[config.mk]
export PLATFORM = sky130hd
export DESIGN_NAME = flash_recover_seq
export DESIGN_NICKNAME = d
export VERILOG_FILES = /design/src/rtl/frs_pkg.sv /design/src/rtl/frs_timer.sv /design/src/rtl/frs_shifter.sv /design/src/rtl/frs_ctrl.sv /design/src/rtl/flash_recover_seq.sv
export SDC_FILE = /design/constraint.sdc
export NUM_CORES = 1
export LEC_CHECK = 0
export ABC_AREA = 0
export ABC_CLOCK_PERIOD_IN_PS = 2900
export CORE_MARGIN = 10
export CORE_UTILIZATION = 62
export CTS_BUF_LIST = sky130_fd_sc_hd__clkbuf_16
export DETAILED_ROUTE_END_ITERATION = 8
export PLACE_DENSITY_LB_ADDON = 0.1
export REMOVE_ABC_BUFFERS = 1
export SLEW_MARGIN = 20
export SYNTH_ARGS = -nofsm -noshare
export SYNTH_HDL_FRONTEND = slang
export SYNTH_SLANG_ARGS = --single-unit
[constraint.sdc]
create_clock -name clk -period 2.9 [get_ports clk]
set_input_delay 0.58 -clock clk [delete_from_list [all_inputs] [get_ports clk]]
set_output_delay 0.58 -clock clk [all_outputs]
set_load 0.01 [all_outputs]
[src/rtl/frs_pkg.sv]
package frs_pkg;

  localparam int FRAME_MAX = 40;
  localparam int NBW       = $clog2(FRAME_MAX + 1);

  typedef enum logic [1:0] {SQ_IDLE, SQ_WAIT, SQ_SHIFT, SQ_TAIL} seq_state_e;
  typedef enum logic [1:0] {SH_IDLE, SH_LO, SH_HI, SH_HOLD} shf_state_e;

  typedef struct packed {
    logic [NBW-1:0]       nbits;
    logic                 wr_class;
    logic [FRAME_MAX-1:0] bits;     // left aligned, MSB goes first
  } cmd_t;

  // wrap byte: bit 4 disables wrapping and is forced high, rest don't care -> 1
  localparam logic [7:0] WRAP_CFG = 8'hEF | 8'h10;

  function automatic cmd_t cmd_for_step(input logic [1:0] stp);
    cmd_t c;
    case (stp)
      2'd0: c = '{nbits: NBW'(16), wr_class: 1'b0, bits: {16'hFFFF, 24'h0}};
      2'd1: c = '{nbits: NBW'(40), wr_class: 1'b1, bits: {8'h77, 24'hFFFFFF, WRAP_CFG}};
      2'd2: c = '{nbits: NBW'(8),  wr_class: 1'b1, bits: {8'h66, 32'h0}};
      default: c = '{nbits: NBW'(8), wr_class: 1'b1, bits: {8'h99, 32'h0}};
    endcase
    return c;
  endfunction

endpackage

[src/rtl/frs_timer.sv]
module frs_timer #(
  parameter int W = 8
) (
  input  logic         clk,
  input  logic         rst_n,
  input  logic         load,
  input  logic [W-1:0] load_val,
  output logic         expired
);
  logic [W-1:0] cnt;

  always_ff @(posedge clk or negedge rst_n) begin
    if (!rst_n)              cnt <= '0;
    else if (load)           cnt <= load_val;
    else if (cnt != '0)      cnt <= cnt - 1'b1;
  end

  assign expired = (cnt == '0);
endmodule

[src/rtl/frs_shifter.sv]
module frs_shifter
  import frs_pkg::*;
#(
  parameter int SCK_HALF = 1
) (
  input  logic                 clk,
  input  logic                 rst_n,
  input  logic                 go,
  input  logic [FRAME_MAX-1:0] frame,
  input  logic [NBW-1:0]       nbits,
  output logic                 cs_n,
  output logic                 sck,
  output logic                 mosi,
  output logic                 fdone
);
  localparam int HCW = (SCK_HALF > 1) ? $clog2(SCK_HALF) : 1;
  localparam logic [HCW-1:0] HALF_LD = HCW'(SCK_HALF - 1);

  shf_state_e           st;
  logic [HCW-1:0]       hc;
  logic [FRAME_MAX-1:0] sr;
  logic [NBW-1:0]       left;

  always_ff @(posedge clk or negedge rst_n) begin
    if (!rst_n) begin
      st    <= SH_IDLE;
      hc    <= '0;
      sr    <= '0;
      left  <= '0;
      cs_n  <= 1'b1;
      sck   <= 1'b0;
      fdone <= 1'b0;
    end else begin
      fdone <= 1'b0;
      case (st)
        SH_IDLE: if (go) begin
          cs_n <= 1'b0;
          sr   <= frame;
          left <= nbits;
          hc   <= HALF_LD;
          st   <= SH_LO;
        end
        SH_LO: begin
          if (hc == '0) begin
            sck <= 1'b1;
            hc  <= HALF_LD;
            st  <= SH_HI;
          end else hc <= hc - 1'b1;
        end
        SH_HI: begin
          if (hc == '0) begin
            sck <= 1'b0;
            hc  <= HALF_LD;
            if (left == NBW'(1)) st <= SH_HOLD;
            else begin
              sr   <= sr << 1;
              left <= left - 1'b1;
              st   <= SH_LO;
            end
          end else hc <= hc - 1'b1;
        end
        SH_HOLD: begin
          if (hc == '0) begin
            cs_n  <= 1'b1;
            fdone <= 1'b1;
            sr    <= '0;
            st    <= SH_IDLE;
          end else hc <= hc - 1'b1;
        end
        default: st <= SH_IDLE;
      endcase
    end
  end

  assign mosi = sr[FRAME_MAX-1];
endmodule

[src/rtl/frs_ctrl.sv]
module frs_ctrl
  import frs_pkg::*;
#(
  parameter int VSL_CYC    = 1250,
  parameter int PUW_CYC    = 625000,
  parameter int GAP_RD_CYC = 1,
  parameter int GAP_WR_CYC = 5,
  parameter int TW         = 20
) (
  input  logic          clk,
  input  logic          rst_n,
  input  logic          start,
  input  logic          sw_reset_en,
  input  logic          gap_exp,
  input  logic          puw_exp,
  input  logic          fdone,
  output logic          gap_load,
  output logic [TW-1:0] gap_val,
  output logic          puw_load,
  output logic [TW-1:0] puw_val,
  output logic          go,
  output cmd_t          cmd,
  output logic          busy,
  output logic          done
);
  seq_state_e st;
  logic [1:0] stp;
  logic       sw_q;
  logic       last_step;
  logic       may_send;

  assign cmd       = cmd_for_step(stp);
  assign last_step = sw_q ? (stp == 2'd3) : (stp == 2'd1);
  assign may_send  = gap_exp && (!cmd.wr_class || puw_exp);
  assign go        = (st == SQ_WAIT) && may_send;
  assign puw_load  = (st == SQ_IDLE) && start;
  assign puw_val   = TW'(PUW_CYC);

  always_comb begin
    gap_load = 1'b0;
    gap_val  = TW'(VSL_CYC);
    if (st == SQ_IDLE && start) gap_load = 1'b1;
    else if (st == SQ_SHIFT && fdone) begin
      gap_load = 1'b1;
      gap_val  = cmd.wr_class ? TW'(GAP_WR_CYC) : TW'(GAP_RD_CYC);
    end
  end

  always_ff @(posedge clk or negedge rst_n) begin
    if (!rst_n) begin
      st   <= SQ_IDLE;
      stp  <= 2'd0;
      sw_q <= 1'b0;
      busy <= 1'b0;
      done <= 1'b0;
    end else begin
      done <= 1'b0;
      case (st)
        SQ_IDLE: if (start) begin
          busy <= 1'b1;
          stp  <= 2'd0;
          sw_q <= sw_reset_en;
          st   <= SQ_WAIT;
        end
        SQ_WAIT: if (go) st <= SQ_SHIFT;
        SQ_SHIFT: if (fdone) begin
          if (last_step) st <= SQ_TAIL;
          else begin
            stp <= stp + 2'd1;
            st  <= SQ_WAIT;
          end
        end
        SQ_TAIL: if (gap_exp) begin
          busy <= 1'b0;
          done <= 1'b1;
          st   <= SQ_IDLE;
        end
        default: st <= SQ_IDLE;
      endcase
    end
  end
endmodule

[src/rtl/flash_recover_seq.sv]
module flash_recover_seq
  import frs_pkg::*;
#(
  parameter int SCK_HALF   = 1,
  parameter int VSL_CYC    = 1250,
  parameter int PUW_CYC    = 625000,
  parameter int GAP_RD_CYC = 1,
  parameter int GAP_WR_CYC = 5
) (
  input  logic clk,
  input  logic rst_n,
  input  logic start,
  input  logic sw_reset_en,
  output logic cs_n,
  output logic sck,
  output logic mosi,
  output logic busy,
  output logic done
);
  localparam int MAXW = (PUW_CYC > VSL_CYC) ? PUW_CYC : VSL_CYC;
  localparam int TW   = $clog2(MAXW + 1);

  logic          gap_load, puw_load, gap_exp, puw_exp, go, fdone;
  logic [TW-1:0] gap_val, puw_val;
  cmd_t          cmd;

  frs_ctrl #(
    .VSL_CYC(VSL_CYC), .PUW_CYC(PUW_CYC),
    .GAP_RD_CYC(GAP_RD_CYC), .GAP_WR_CYC(GAP_WR_CYC), .TW(TW)
  ) u_ctrl (
    .clk(clk), .rst_n(rst_n), .start(start), .sw_reset_en(sw_reset_en),
    .gap_exp(gap_exp), .puw_exp(puw_exp), .fdone(fdone),
    .gap_load(gap_load), .gap_val(gap_val),
    .puw_load(puw_load), .puw_val(puw_val),
    .go(go), .cmd(cmd), .busy(busy), .done(done)
  );

  frs_timer #(.W(TW)) u_gap (
    .clk(clk), .rst_n(rst_n), .load(gap_load), .load_val(gap_val), .expired(gap_exp)
  );

  frs_timer #(.W(TW)) u_puw (
    .clk(clk), .rst_n(rst_n), .load(puw_load), .load_val(puw_val), .expired(puw_exp)
  );

  frs_shifter #(.SCK_HALF(SCK_HALF)) u_shf (
    .clk(clk), .rst_n(rst_n), .go(go), .frame(cmd.bits), .nbits(cmd.nbits),
    .cs_n(cs_n), .sck(sck), .mosi(mosi), .fdone(fdone)
  );
endmodule

==> impl_metrics.py <==
metrics = {
    "status": {
        "status": "finished clean",
    },
    "timing": {
        "fmax_mhz": 367,
        "timing.final.crit_period_ns": 2.72,
        "final_hold_viol_count": 0,
        "setup_viol": 0,
        "rsz0062_at_grt": "false",
        "period_share_pct": 93.9,
        "slew_viol_final": 0,
        "skew_ns": 0.00703,
        "tightest_slew_ns": 0.826,
        "relSlewSlack_pct": 44.9,
        "hold_ws_ns": 0.345,
    },
    "critical_path": {
        "crit_buf_inv": 1,
        "required_ns": 3.15,
        "endpoint_kind": "flip-flop",
        "crit_path_cell_trace": "or4_4 > or3_1 > nor4_4 > a31oi_4 > nor2_4 > buf_6 > a2bb2oi_1",
        "path_class": "flip-flop to flip-flop",
        "path_delay_family": "simple AND/OR/NAND/NOR gates",
        "slowest_delay_ns": 0.56,
        "cp_slowest_cell": "or4_4",
        "worstPathMaxFanout": 26,
        "critPathLaunchType": "flip-flop",
        "worstPathArrival_ns": 2.97,
    },
    "layout": {
        "register_area_mm2": 0.00245,
        "synthToLayoutAreaGrowth_pct": 10.2,
        "num-fill-cells": 581,
        "drive_gt1_share_pct": 9.84,
        "multi_input_area_mm2": 0.00230,
        "num_antenna_cells": 0,
        "nets": 513,
    },
    "detailed_routing": {
        "vias_per_cell": 6.00,
        "num_vias": 3598,
        "first_pass_iters": 4,
        "wl_um": 9810,
        "final_antenna_net_count": 0,
        "drc": 0,
        "wl_per_cell_um": 16.3,
        "first_iter_violations": 245,
    },
    "cts": {
        "clock_latency_ns": 0.34,
        "clkSlewWorstSetupHoldPaths_ns": 0.07,
        "cts_tree": "done",
        "cts.sinks": 98,
        "root_buffer": "clkbuf_16",
        "cts_buffers": 9,
        "clk_path_buf_depth": 2,
        "htreeDepth": 3,
    },
    "placed_design": {
        "place.gp.congestion": 0.819,
        "port_buffers": 8,
        "dp_hpwl_um": 6610,
    },
    "yosys": {
        "yosys_register_bits": 98,
        "yosysSeqAreaShare_pct": 49.7,
        "ys_top_cells_by_count": "dfrtp_1, nand2_1, nor2_1",
        "synth.most_common_cell": "dfrtp_1",
        "syn_inst": 480,
        "synth_area_leader_cell": "dfrtp_1",
        "syn-cell-area_mm2": 0.00494,
        "synthTopCellsByArea": "dfrtp_1, a2bb2oi_1, nand2_1",
        "syn_area_per_cell_um2": 10.3,
        "postSynth.asyncResetShare_pct": 100,
        "yosys_warnings": 0,
        "synth_cell_type_count": 57,
        "synth_top_area_share_pct": 49.1,
        "synth-edff-count": 0,
        "ys.flop_type": "dfrtp_1",
    },
    "floorplan": {
        "start_util_pct": 63.9,
        "die_area_mm2": 0.0119,
        "die_h_um": 109,
        "die_w_um": 109,
        "core.rowCount": 32,
        "ios": 9,
        "design.core.area_mm2": 0.00773,
    },
    "job": {
        "cap_viol_max_count": 0,
    },
    "grt": {
        "grt_max_degree": 66,
        "grt_use_total_pct": 17.5,
        "grt_overflow": 0,
        "grt_pass1_wl_um": 17300,
        "antenna_found_initial": 0,
        "grt_pass1_vias": 3631,
    },
    "pwr": {
        "power_w": 0.00249,
        "ir_drop_mv": 0.416,
        "power_density_mw_per_mm2": 457,
        "p_leak_nw": 2.30,
    },
    "worst_hold_path": {
        "min_path_type": "primary input to async pin",
    },
}
[flip-flops by register name, summed over array words and instances, names as in the netlist]
name / cells
u_shf.sr: 40
u_gap.cnt: 20
u_puw.cnt: 20
u_shf.left: 6
u_ctrl.st: 2
u_ctrl.stp: 2
u_shf.st: 2
u_ctrl.busy: 1
u_ctrl.done: 1
u_ctrl.sw_q: 1
u_shf.cs_n: 1
u_shf.fdone: 1
u_shf.sck: 1
[cell usage in the layout (no fill, tap or decap), types with 3 or more instances in the layout]
master and n:
clkinv_2 3, or4_1 8, buf_4 16, nand2_1 62, nor4_1 9, inv_1 20
a211o_1 10, or3_1 12, a31oi_1 6, xor2_1 15, a21oi_1 10, clkbuf_16 9
mux2i_1 5, dfrtp_1 97, o31ai_1 3, nand3_1 8, and2_1 3, nor2_1 41
ha_1 15, or2_2 3, a2bb2oi_1 31, o21ai_0 12, nor2b_1 4, o22a_1 9
xnor2_1 20, nor3_1 15, clkdlybuf4s50_1 7
[stage by stage]
step                      cell area [um^2]  setup WS (ns)  instances  TNS [ns]  util, %
after floorplan                       4820         -0.488        457    -13.99        -
after global placement                5140          0.191        581         0     66.5
after detailed placement              5140         0.0500        581         0     66.5
after CTS                             5410         0.0369        597         0     70.0
after global routing                  5440         0.0383        600         0     70.5
final                                 5440          0.177        600         0     70.5
[power breakdown]
group | total, W | internal [W] | leakage [nW] | switching (W)
sequential | 0.00137 | 0.00137 | 1.24 | 0
clock | 0.00109 | 0.000580 | 0.133 | 0.000506
combinational | 0.0000331 | 0.00000585 | 0.925 | 0.0000272
total | 0.00249 | 0.00195 | 2.30 | 0.000533
[worst paths after layout]
check | startpoint | end | slack (ns) | cells after the start
min | rst_n | u_gap.cnt[8] | 0.34 | 1
min in group clk | u_shf.cs_n | u_shf.cs_n | 0.50 | 2
max reg2reg | u_gap.cnt[12] | u_shf.sr[21] | 0.18 | 7
max | u_gap.cnt[12] | u_shf.sr[21] | 0.18 | 7
max in group asynchronous | rst_n | u_shf.cs_n | 1.80 | 2
min reg2reg | u_shf.cs_n | u_shf.cs_n | 0.50 | 2
[cell type report]
cell class | instances | area share, %
well taps | 102 | 2.34
clock inverters | 7 | 0.804
clock buffers | 9 | 4.14
inverters | 20 | 1.38
multi-input cells | 339 | 42.2
repair buffers | 25 | 4.07
flip-flops and latches | 98 | 45.1
[metal layers]
| layer | GRT usage (%) | part of all wire (%) |
|---|---|---|
| met4 | 4.46 | 0.92 |
| met5 | 0 | 0 |
| met2 | 28.7 | 48 |
| met3 | 3.36 | 2.7 |
| met1 | 23.3 | 49 |
[repair_timing]
action / in CTS / in global routing
resized for setup: 0 / 2
buffers inserted: 0 / 3
endpoints found under the hold margin: 0 / 0
setup endpoints to repair: 0 / 35
hold buffers: 0 / 0
[kinds of logic (layout without fill, tap and decap cells)]
logic type               after synthesis  in the layout  share of synthesized area, %
AO/OA/AOI/OAI                         98             98                          15.4
XOR/XNOR                              35             35                          6.20
adder cells (fa/ha/maj)               16             16                          4.05
buffers and inverters                 43             61                          4.05
flip-flops                            98             98                          49.7
multiplexers                           6              6                          1.24
AND/OR/NAND/NOR                      184            184                          19.4
[worst register-to-register path, cell delays in order, from the launching register on]
cell,delay (ns)
dfrtp_1,0.40
or4_4,0.56
or3_1,0.39
nor4_4,0.44
a31oi_4,0.23
nor2_4,0.17
buf_6,0.23
a2bb2oi_1,0.22
(Power assumes the default switching activity.)
